**config.mk**
```make
export PLATFORM = sky130hd
export DESIGN_NAME = range_match_pipe
export DESIGN_NICKNAME = d
export VERILOG_FILES = /design/src/rtl/rm_pkg.sv /design/src/rtl/rm_bound_store.sv /design/src/rtl/rm_stride_pe.sv /design/src/rtl/range_match_pipe.sv
export SDC_FILE = /design/constraint.sdc
export NUM_CORES = 1
export LEC_CHECK = 0
export BUFFER_PORTS_ARGS = -buffer_cell sky130_fd_sc_hd__buf_4
export CAP_MARGIN = 10
export CORE_UTILIZATION = 40
export DETAILED_ROUTE_END_ITERATION = 6
export PLACE_DENSITY = 0.65
export SETUP_SLACK_MARGIN = 0.02
export SLEW_MARGIN = 20
export SYNTH_ARGS = -nofsm -noshare
export SYNTH_HDL_FRONTEND = slang
export SYNTH_SLANG_ARGS = --single-unit
```
**constraint.sdc**
```tcl
create_clock -name clk -period 3.9 [get_ports clk]
set_clock_uncertainty 0.2 [all_clocks]
set_input_delay 0.975 -clock clk [delete_from_list [all_inputs] [get_ports clk]]
set_output_delay 0.975 -clock clk [all_outputs]
set_load 0.1 [all_outputs]
```
**src/rtl/rm_pkg.sv**
```systemverilog
package rm_pkg;
  typedef enum logic [1:0] {
    CMP_EQ = 2'b00,
    CMP_GT = 2'b01,
    CMP_LT = 2'b10
  } cmp_t;
endpackage

```
**src/rtl/rm_bound_store.sv**
```systemverilog
module rm_bound_store #(
  parameter int S = 4
) (
  input  logic         clk,
  input  logic         rst_n,
  input  logic         wr_en,
  input  logic [S-1:0] wr_lo,
  input  logic [S-1:0] wr_hi,
  input  logic         rd_en,
  output logic [S-1:0] rd_lo,
  output logic [S-1:0] rd_hi
);
  logic [S-1:0] lo_q, hi_q;
  logic [S-1:0] lo_d, hi_d;

  always_comb begin
    lo_d = lo_q;
    hi_d = hi_q;
    if (wr_en) begin
      lo_d = wr_lo;
      hi_d = wr_hi;
    end
  end

  always_ff @(posedge clk or negedge rst_n) begin
    if (!rst_n) begin
      lo_q <= '0;
      hi_q <= '0;
    end else begin
      lo_q <= lo_d;
      hi_q <= hi_d;
    end
  end

  // gated read port: no toggling while the stage is disabled
  assign rd_lo = rd_en ? lo_q : '0;
  assign rd_hi = rd_en ? hi_q : '0;
endmodule

```
**src/rtl/rm_stride_pe.sv**
```systemverilog
module rm_stride_pe
  import rm_pkg::*;
#(
  parameter int W   = 16,
  parameter int S   = 4,
  parameter int IDX = 0
) (
  input  logic         clk,
  input  logic         rst_n,
  input  logic         v_i,
  input  logic [W-1:0] hdr_i,
  input  cmp_t         lo_st_i,
  input  cmp_t         hi_st_i,
  input  logic [S-1:0] bnd_lo,
  input  logic [S-1:0] bnd_hi,
  output logic         rd_en,
  output logic         v_o,
  output logic [W-1:0] hdr_o,
  output cmp_t         lo_st_o,
  output cmp_t         hi_st_o
);
  localparam int MSB = W - 1 - IDX * S;

  logic [S-1:0] strd;
  cmp_t         lo_d, hi_d;
  logic         armed;

  assign strd  = hdr_i[MSB -: S];
  assign rd_en = v_i && ((lo_st_i == CMP_EQ) || (hi_st_i == CMP_EQ));

  always_comb begin
    lo_d = lo_st_i;
    hi_d = hi_st_i;
    if (rd_en && lo_st_i == CMP_EQ) begin
      if (strd > bnd_lo)      lo_d = CMP_GT;
      else if (strd < bnd_lo) lo_d = CMP_LT;
    end
    if (rd_en && hi_st_i == CMP_EQ) begin
      if (strd > bnd_hi)      hi_d = CMP_GT;
      else if (strd < bnd_hi) hi_d = CMP_LT;
    end
  end

  always_ff @(posedge clk or negedge rst_n) begin
    if (!rst_n) begin
      v_o     <= 1'b0;
      hdr_o   <= '0;
      lo_st_o <= CMP_EQ;
      hi_st_o <= CMP_EQ;
      armed   <= 1'b0;
    end else begin
      v_o     <= v_i;
      hdr_o   <= hdr_i;
      lo_st_o <= lo_d;
      hi_st_o <= hi_d;
      armed   <= 1'b1;
    end
  end

  AST_LO_STICKY: assert property (@(posedge clk) disable iff (!rst_n || !armed)
    ($past(lo_st_i) != CMP_EQ) |-> (lo_st_o == $past(lo_st_i)));
  AST_HI_STICKY: assert property (@(posedge clk) disable iff (!rst_n || !armed)
    ($past(hi_st_i) != CMP_EQ) |-> (hi_st_o == $past(hi_st_i)));
  AST_VALID_SHIFT: assert property (@(posedge clk) disable iff (!rst_n || !armed)
    v_o == $past(v_i));
endmodule

```
**src/rtl/range_match_pipe.sv**
```systemverilog
module range_match_pipe
  import rm_pkg::*;
#(
  parameter int W = 16,
  parameter int S = 4
) (
  input  logic           clk,
  input  logic           rst_n,
  input  logic           cfg_we,
  input  logic [W-1:0]   cfg_lo,
  input  logic [W-1:0]   cfg_hi,
  input  logic           in_valid,
  input  logic [W-1:0]   in_hdr,
  output logic           out_valid,
  output logic           out_match,
  output logic [W/S-1:0] stage_en
);
  localparam int NSTG = W / S;

  logic         rst_meta, rst_s;
  logic         armed;
  logic         v_c   [NSTG+1];
  logic [W-1:0] hdr_c [NSTG+1];
  cmp_t         lo_c  [NSTG+1];
  cmp_t         hi_c  [NSTG+1];

  always_ff @(posedge clk or negedge rst_n) begin
    if (!rst_n) begin
      rst_meta <= 1'b0;
      rst_s    <= 1'b0;
    end else begin
      rst_meta <= 1'b1;
      rst_s    <= rst_meta;
    end
  end

  always_ff @(posedge clk or negedge rst_s) begin
    if (!rst_s) armed <= 1'b0;
    else        armed <= 1'b1;
  end

  assign v_c[0]   = in_valid;
  assign hdr_c[0] = in_hdr;
  assign lo_c[0]  = CMP_EQ;
  assign hi_c[0]  = CMP_EQ;

  for (genvar k = 0; k < NSTG; k++) begin : g_stage
    localparam int MSB = W - 1 - k * S;
    logic [S-1:0] b_lo, b_hi;

    rm_bound_store #(.S(S)) u_bnd (
      .clk   (clk),
      .rst_n (rst_s),
      .wr_en (cfg_we),
      .wr_lo (cfg_lo[MSB -: S]),
      .wr_hi (cfg_hi[MSB -: S]),
      .rd_en (stage_en[k]),
      .rd_lo (b_lo),
      .rd_hi (b_hi)
    );

    rm_stride_pe #(.W(W), .S(S), .IDX(k)) u_pe (
      .clk     (clk),
      .rst_n   (rst_s),
      .v_i     (v_c[k]),
      .hdr_i   (hdr_c[k]),
      .lo_st_i (lo_c[k]),
      .hi_st_i (hi_c[k]),
      .bnd_lo  (b_lo),
      .bnd_hi  (b_hi),
      .rd_en   (stage_en[k]),
      .v_o     (v_c[k+1]),
      .hdr_o   (hdr_c[k+1]),
      .lo_st_o (lo_c[k+1]),
      .hi_st_o (hi_c[k+1])
    );

    if (k > 0) begin : g_chain
      AST_EN_CHAIN: assert property (@(posedge clk) disable iff (!rst_s || !armed)
        stage_en[k] |-> $past(stage_en[k-1]));
    end
  end

  assign out_valid = v_c[NSTG];
  assign out_match = v_c[NSTG] && (lo_c[NSTG] != CMP_LT) && (hi_c[NSTG] != CMP_GT);

  AST_MATCH_NEEDS_VALID: assert property (@(posedge clk) disable iff (!rst_s)
    out_match |-> out_valid);
  AST_IDLE_NO_EN: assert property (@(posedge clk) disable iff (!rst_s)
    !in_valid |-> !stage_en[0]);
endmodule

```
==> out/qor.csv, run 1 <==
metric,value,unit
crit path kind,reg -> out,
outcome,completed,
max cap viols,0,
CTS tree,done,
most frequent cells in the layout,"77 x dfrtp_1, 58 x buf_4, 32 x ha_1",
Yosys top cell by area,dfrtp_1,
via count,2164,
chip height,96.4,um
Final Slew Violations,0,
1st-pass router iterations,4,
area of the core,8680,um^2
synthesized netlist net count,349,
power density over cell area,492,nW/um^2
share of Yosys cell area claimed by the top area cell type,54.7,%
Setup-failing EPs final,0,
Tcrit/Tclk final,72.9,%
drt via density,4.97,
Syn Inst Count,265,
HP Start,g_stage[1].u_pe.hdr_o[3]$_DFF_PN0_,
Seq cells post-synth,78,
number of buffers created by CTS,9,
DR WL met2,3.00,mm
CTS max path bufs,2,
"commonest non-fill, non-tap cell in the layout",dfrtp_1,
Worst Setup Start Kind,register,
antenna fix cells,0,
mapped cell area,3570,um^2
largest cells by area after synthesis,"dfrtp_1 55%, mux2_4 13%, ha_1 11%, nand2_1 2.7%, buf_12 1.7%",
CTS HTree Levels,3,
Critical Path Source,g_stage[1].u_pe.hi_st_o[0]$_DFF_PN0_,
NumNets Final,406,
CTS root buf,clkbuf_8,
cell area after layout,4260,um^2
CP required,2.72,ns
slew margin rel.,38.8,%
post-DP HPWL,4.55,mm
die area,9300,um^2
Post-CTS Setup Bufs,0,
initial antenna violation count,0,
initial core utilization,41.1,%
Fin Setup TNS,0,ns
Worst setup EP type,output port,
largest net degree at the start of global routing,46,
Row Count,34,
GRT Resource Usage Total,15.3,%
min cycle time layout,2.84,ns
DRC,0,
Iteration-0 DRC Markers,84,
average cell area after synthesis,13.5,um^2
Die X-Extent,96.4,um
worst hold path stage count,0,
post-route ant nets,0,
Worst-path clk slew,0.07,ns
IO Port Bufs,57,
YS warnings,0,
Highest Signal Layer,met4,
Worst-Margin Slew,0.917,ns
GP Congestion,0.770,
"Gates resized, CTS repair",0,
crit path max fanout,7,
M1 WL,2.90,mm
R2R Setup Slk,1.63,ns
Leakage,2.07,nW
reg2reg start,g_stage[1].u_pe.hi_st_o[0]$_DFF_PN0_,
r2r endpoint,g_stage[2].u_pe.hi_st_o[1]$_DFF_PN0_,
Hold Slack,0.151,ns
global-route wire length before repair,10.5,mm
TritonCTS Sinks,78,
# IOs,58,
share of cells above drive strength 1,34.6,%
grt ovf,0,
hold buffers post-CTS,0,
Layout area overhead,19.6,%
vias in the first global route,2148,
R2R depth,6,
DP Area,4010,um^2
distinct cell type count after synthesis,25,
WHS Endpoint,g_stage[2].u_pe.hdr_o[3]$_DFF_PN0_,
worst path arrival time,1.67,ns
sequential-to-total area share from yosys stat,54.7,%
VDD IR max,0.230,mV
min-delay worst type,reg -> reg,
fmax,0.352,GHz
Fillers,797,
Post-Route WL,6.24,mm
Routed wire per std cell,14.3,um
wire length on met3,256,um
RSZ-0062 raised after global routing,no,
Final Hold Vio Count,0,
Worst-Skew Late Latency,0.34,ns
[final cells by class]
| type | instances | area, um^2 | share of cell area [%] |
|---|---|---|---|
| clock buffer | 11 | 151 | 3.55 |
| clock inverter | 5 | 104 | 2.44 |
| inverter | 12 | 45.0 | 1.06 |
| multi-input combinational | 163 | 1440 | 33.8 |
| sequential | 78 | 1950 | 45.8 |
| tap | 108 | 135 | 3.17 |
| timing repair buffer | 58 | 435 | 10.2 |
[logic make-up after synthesis]
logic type      count (synthesis)  synth area share (%)
buf+inv                        24                  4.88
simple gates                   61                  8.81
other cells                     1                 0.105
fa+ha+maj                      32                  11.2
flops                          78                  54.7
compound gates                 37                  6.98
mux                            32                  13.3
[power breakdown]
group	total, W	switching, W	internal (W)	leakage (nW)
clock	0.000745	0.000283	0.000461	0.130
sequential	0.000953	0.0000592	0.000894	0.919
combinational	0.000401	0.000215	0.000186	1.02
[critical path, cell delays in order, from the launching register on]
cell and delay, ns:
dfrtp_1 0.40, o22ai_1 0.25, and2_1 0.32, buf_4 0.35
[worst max path at each step]
stage,end,slack [ns],cells past startpoint
finish,stage_en[2],1.06,3
global route,stage_en[2],0.95,3
floorplan,out_match,0.13,2
detailed placement,stage_en[0],1.28,2
global placement,stage_en[0],1.28,2
CTS,stage_en[2],1.04,3
[flip-flops by register name, indices dropped and copies added, names as in the netlist]
| signal | count |
|---|---|
| rst_s | 1 |
| g_stage.u_pe.lo_st_o | 8 |
| g_stage.u_bnd.hi_q | 16 |
| g_stage.u_pe.hdr_o | 24 |
| rst_meta | 1 |
| g_stage.u_pe.v_o | 4 |
| g_stage.u_pe.hi_st_o | 8 |
| g_stage.u_bnd.lo_q | 16 |
[stage by stage]
step / setup WS, ns / instances / total power, W / utilization, %
final: 1.06 / 435 / 0.00210 / 49.1
after global routing: 0.951 / 435 / 0.00222 / 49.1
after CTS: 1.04 / 435 / 0.00213 / 49.1
after detailed placement: 1.28 / 419 / 0.00137 / 46.2
after global placement: 1.28 / 419 / 0.00136 / 46.2
after floorplan: 0.126 / 265 / 0.00127 / -
[Yosys cell counts]
master / count
dfrtp_1: 78
a211oi_1: 6
nand4_1: 8
nand2_1: 26
a31o_2: 6
and3_1: 8
o22ai_1: 3
inv_1: 12
mux2_4: 30
nand4b_1: 2
mux2_2: 2
buf_12: 3
a31oi_1: 6
buf_2: 1
conb_1: 1
nand3_1: 2
buf_6: 1
o211ai_1: 6
nor2_1: 2
a21oi_1: 9
nor2b_1: 6
ha_1: 32
buf_4: 7
and2_1: 7
o21ai_0: 1
[layer usage]
metal | track usage, % | up-vias
met5 | 0 | -
li1 | - | 1052
met1 | 20.1 | 1061
met3 | 4.69 | 4
met4 | 5.88 | 0
met2 | 23.9 | 47
Note: power is estimated with default switching activity, not from simulation.
==> run 2: changes to the inputs <==
clock period = 2.8 ns   (was 3.9 ns; I/O delays follow)
==> out/qor.csv, run 2 (synthesized netlist as in run 1, its figures left out) <==
metric,value,unit,change
outcome,completed,,
VDD IR max,0.220,mV,-4.3%
crit path max fanout,7,,unchanged
Worst setup EP type,output port,,
Die X-Extent,96.4,um,unchanged
max cap viols,0,,unchanged
antenna fix cells,0,,unchanged
crit-path max cell delay,0.40,ns,about the same
post-route ant nets,0,,unchanged
die area,9300,um^2,unchanged
Final Hold Vio Count,0,,unchanged
Iteration-0 DRC Markers,86,,+2.4%
Post-CTS Setup Bufs,0,,unchanged
crit path kind,reg -> out,,
CTS tree,done,,
fmax,0.394,GHz,
final cell count without fillers,436,,+0.23%
GP Congestion,0.794,,+3.2%
dpl cells,419,,unchanged
Top reg by flops,g_stage.u_pe.hdr_o,,
Critical Path Source,g_stage[1].u_pe.hi_st_o[0]$_DFF_PN0_,,
Worst-Skew Late Latency,0.35,ns,about the same
Row Count,34,,unchanged
CP required,1.90,ns,-0.82 ns
Worst-Margin Slew,0.761,ns,-0.157 ns
initial antenna violation count,0,,unchanged
grt ovf,0,,unchanged
biggest registers after layout,"g_stage.u_pe.hdr_o: 24 flops, g_stage.u_bnd.hi_q: 16 flops, g_stage.u_bnd.lo_q: 16 flops",,
Fin Setup TNS,0,ns,unchanged
Worst Setup Start Kind,register,,
slew margin rel.,49.3,%,+10 points
setup ws final,0.261,ns,-0.796 ns
Setup-failing EPs final,0,,unchanged
min-delay worst type,reg -> async,,
Leakage,2.03,nW,-2.0%
Highest Signal Layer,met4,,
PnR Total Power,0.00265,W,+26%
Switching Power,0.000788,W,+41%
RSZ-0062 raised after global routing,no,,
drt via density,4.94,,-0.74%
share of cells above drive strength 1,34.1,%,-0.41 points
Setup WS pre-CTS,0.629,ns,-0.647 ns
Largest register FFs,24,,unchanged
CTS HTree Levels,3,,unchanged
power density over cell area,628,nW/um^2,+28%
Fillers,796,,-0.13%
DRC,0,,unchanged
worst path arrival time,1.64,ns,-0.03 ns
vias in the first global route,2290,,+6.6%
GRT Resource Usage Total,15.9,%,+0.53 points
Post-Route WL,6.24,mm,about the same
min cycle time layout,2.54,ns,
CTS root buf,clkbuf_8,,
NumNets Final,407,,+0.25%
Comb pwr share,21.5,%,+2.4 points
"commonest non-fill, non-tap cell in the layout",dfrtp_1,,
most frequent cells in the layout,"77 x dfrtp_1, 57 x buf_4, 32 x ha_1",,
IO Port Bufs,57,,unchanged
Clock power frac,28.3,%,-7.2 points
CTS max path bufs,2,,unchanged
Worst-path clk slew,0.08,ns,about the same
M1 WL,2.83,mm,-2.3%
Slowest cell on crit path,dfrtp_1,,
global-route wire length before repair,10.7,mm,+2.4%
Sw Ratio,29.8,%,+3.2 points
1st-pass router iterations,4,,unchanged
P_int,0.00186,W,+21%
area of the core,8680,um^2,unchanged
Routed wire per std cell,14.3,um,-0.20%
# IOs,58,,unchanged
via count,2153,,-0.51%
wire length on met3,283,um,+11%
Tcrit/Tclk final,90.7,%,
sequential power share,50.2,%,+4.8 points
post-DP HPWL,4.59,mm,+0.84%
Layout area overhead,18.3,%,
DR WL met2,3.03,mm,+0.93%
largest net degree at the start of global routing,42,,-8.7%
crit path cell chain,o22ai_1 > and2_1 > buf_4,,
chip height,96.4,um,unchanged
initial core utilization,41.1,%,unchanged
Final Slew Violations,0,,unchanged
number of buffers created by CTS,9,,unchanged
Hold Slack,0.148,ns,-0.00296 ns
TritonCTS Sinks,78,,unchanged
reg2reg start,g_stage[0].u_pe.lo_st_o[1]$_DFF_PN0_,,
run 2: cell count changes in the layout (fill, tap and decap cells not counted):
| cell | change |
|---|---|
| clkinvlp_4 | +3 |
| a21oi_4 | +1 |
| dlygate4sd3_1 | +1 |
| clkbuf_8 | -1 |
| buf_4 | -1 |
| bufinv_16 | -3 |
| buf_12 | +1 |
| a21oi_1 | -1 |
| clkinv_2 | -1 |
| clkbuf_1 | +2 |
run 2: metrics by stage:
| stage | utilization (%) | instance area [um^2] |
|---|---|---|
| 2_1_floorplan | - | 3580 |
| 3_3_place_gp | 46.5 | 4030 |
| 3_5_place_dp | 46.5 | 4030 |
| 4_1_cts | 48.6 | 4220 |
| 5_1_grt | 48.6 | 4220 |
| 6_report | 48.6 | 4220 |
run 2: power groups by stage:
stage | Combinational (W) | Sequential, W | Clock [W]
2_1_floorplan | 0.000443 | 0.00134 | 0
3_5_place_dp | 0.000574 | 0.00135 | 0
6_report | 0.000570 | 0.00133 | 0.000749
3_3_place_gp | 0.000557 | 0.00135 | 0
5_1_grt | 0.000632 | 0.00135 | 0.000843
4_1_cts | 0.000578 | 0.00133 | 0.000787
run 2: layout make-up:
type	instances	area, um^2	share of cell area [%]
sequential	78	1950	46.3
multi-input combinational	163	1450	34.4
clock buffer	12	145	3.44
tap	108	135	3.20
timing repair buffer	59	458	10.9
inverter	12	45.0	1.07
clock inverter	4	31.3	0.741
run 2: layer usage:
layer	global-route usage, %	vias up
li1	-	1054
met1	19.6	1045
met2	25.5	47
met3	5.79	7
met4	5.88	0
met5	0	-
run 2: path summary, 6_finish.rpt:
path                                                              to  slack (ns)  depth (start not counted)
max in group asynchronous         g_stage[2].u_pe.hdr_o[1]$_DFF_PN0_        1.58                          1
worst min register to register    g_stage[0].u_pe.hdr_o[6]$_DFF_PN0_        0.15                          0
worst min-delay path              g_stage[0].u_pe.hdr_o[6]$_DFF_PN0_        0.15                          0
min in group clk                  g_stage[1].u_pe.hdr_o[7]$_DFF_PN0_        0.15                          0
worst max register to register  g_stage[1].u_pe.hi_st_o[1]$_DFF_PN0_        0.62                          6
worst max-delay path                                     stage_en[2]        0.26                          3
run 2: worst max-delay path, delay by kind of cell, from the launching register on:
family | cells | cell delay (ns)
buffers and inverters | 1 | 0.34
AND/OR/NAND/NOR | 1 | 0.31
AO/OA/AOI/OAI | 1 | 0.24
flip-flops | 1 | 0.40
run 2: repair_timing:
item | in CTS | in global routing
hold endpoints to repair | 2 | 0
resized for setup | 0 | 0
hold buffers | 1 | 0
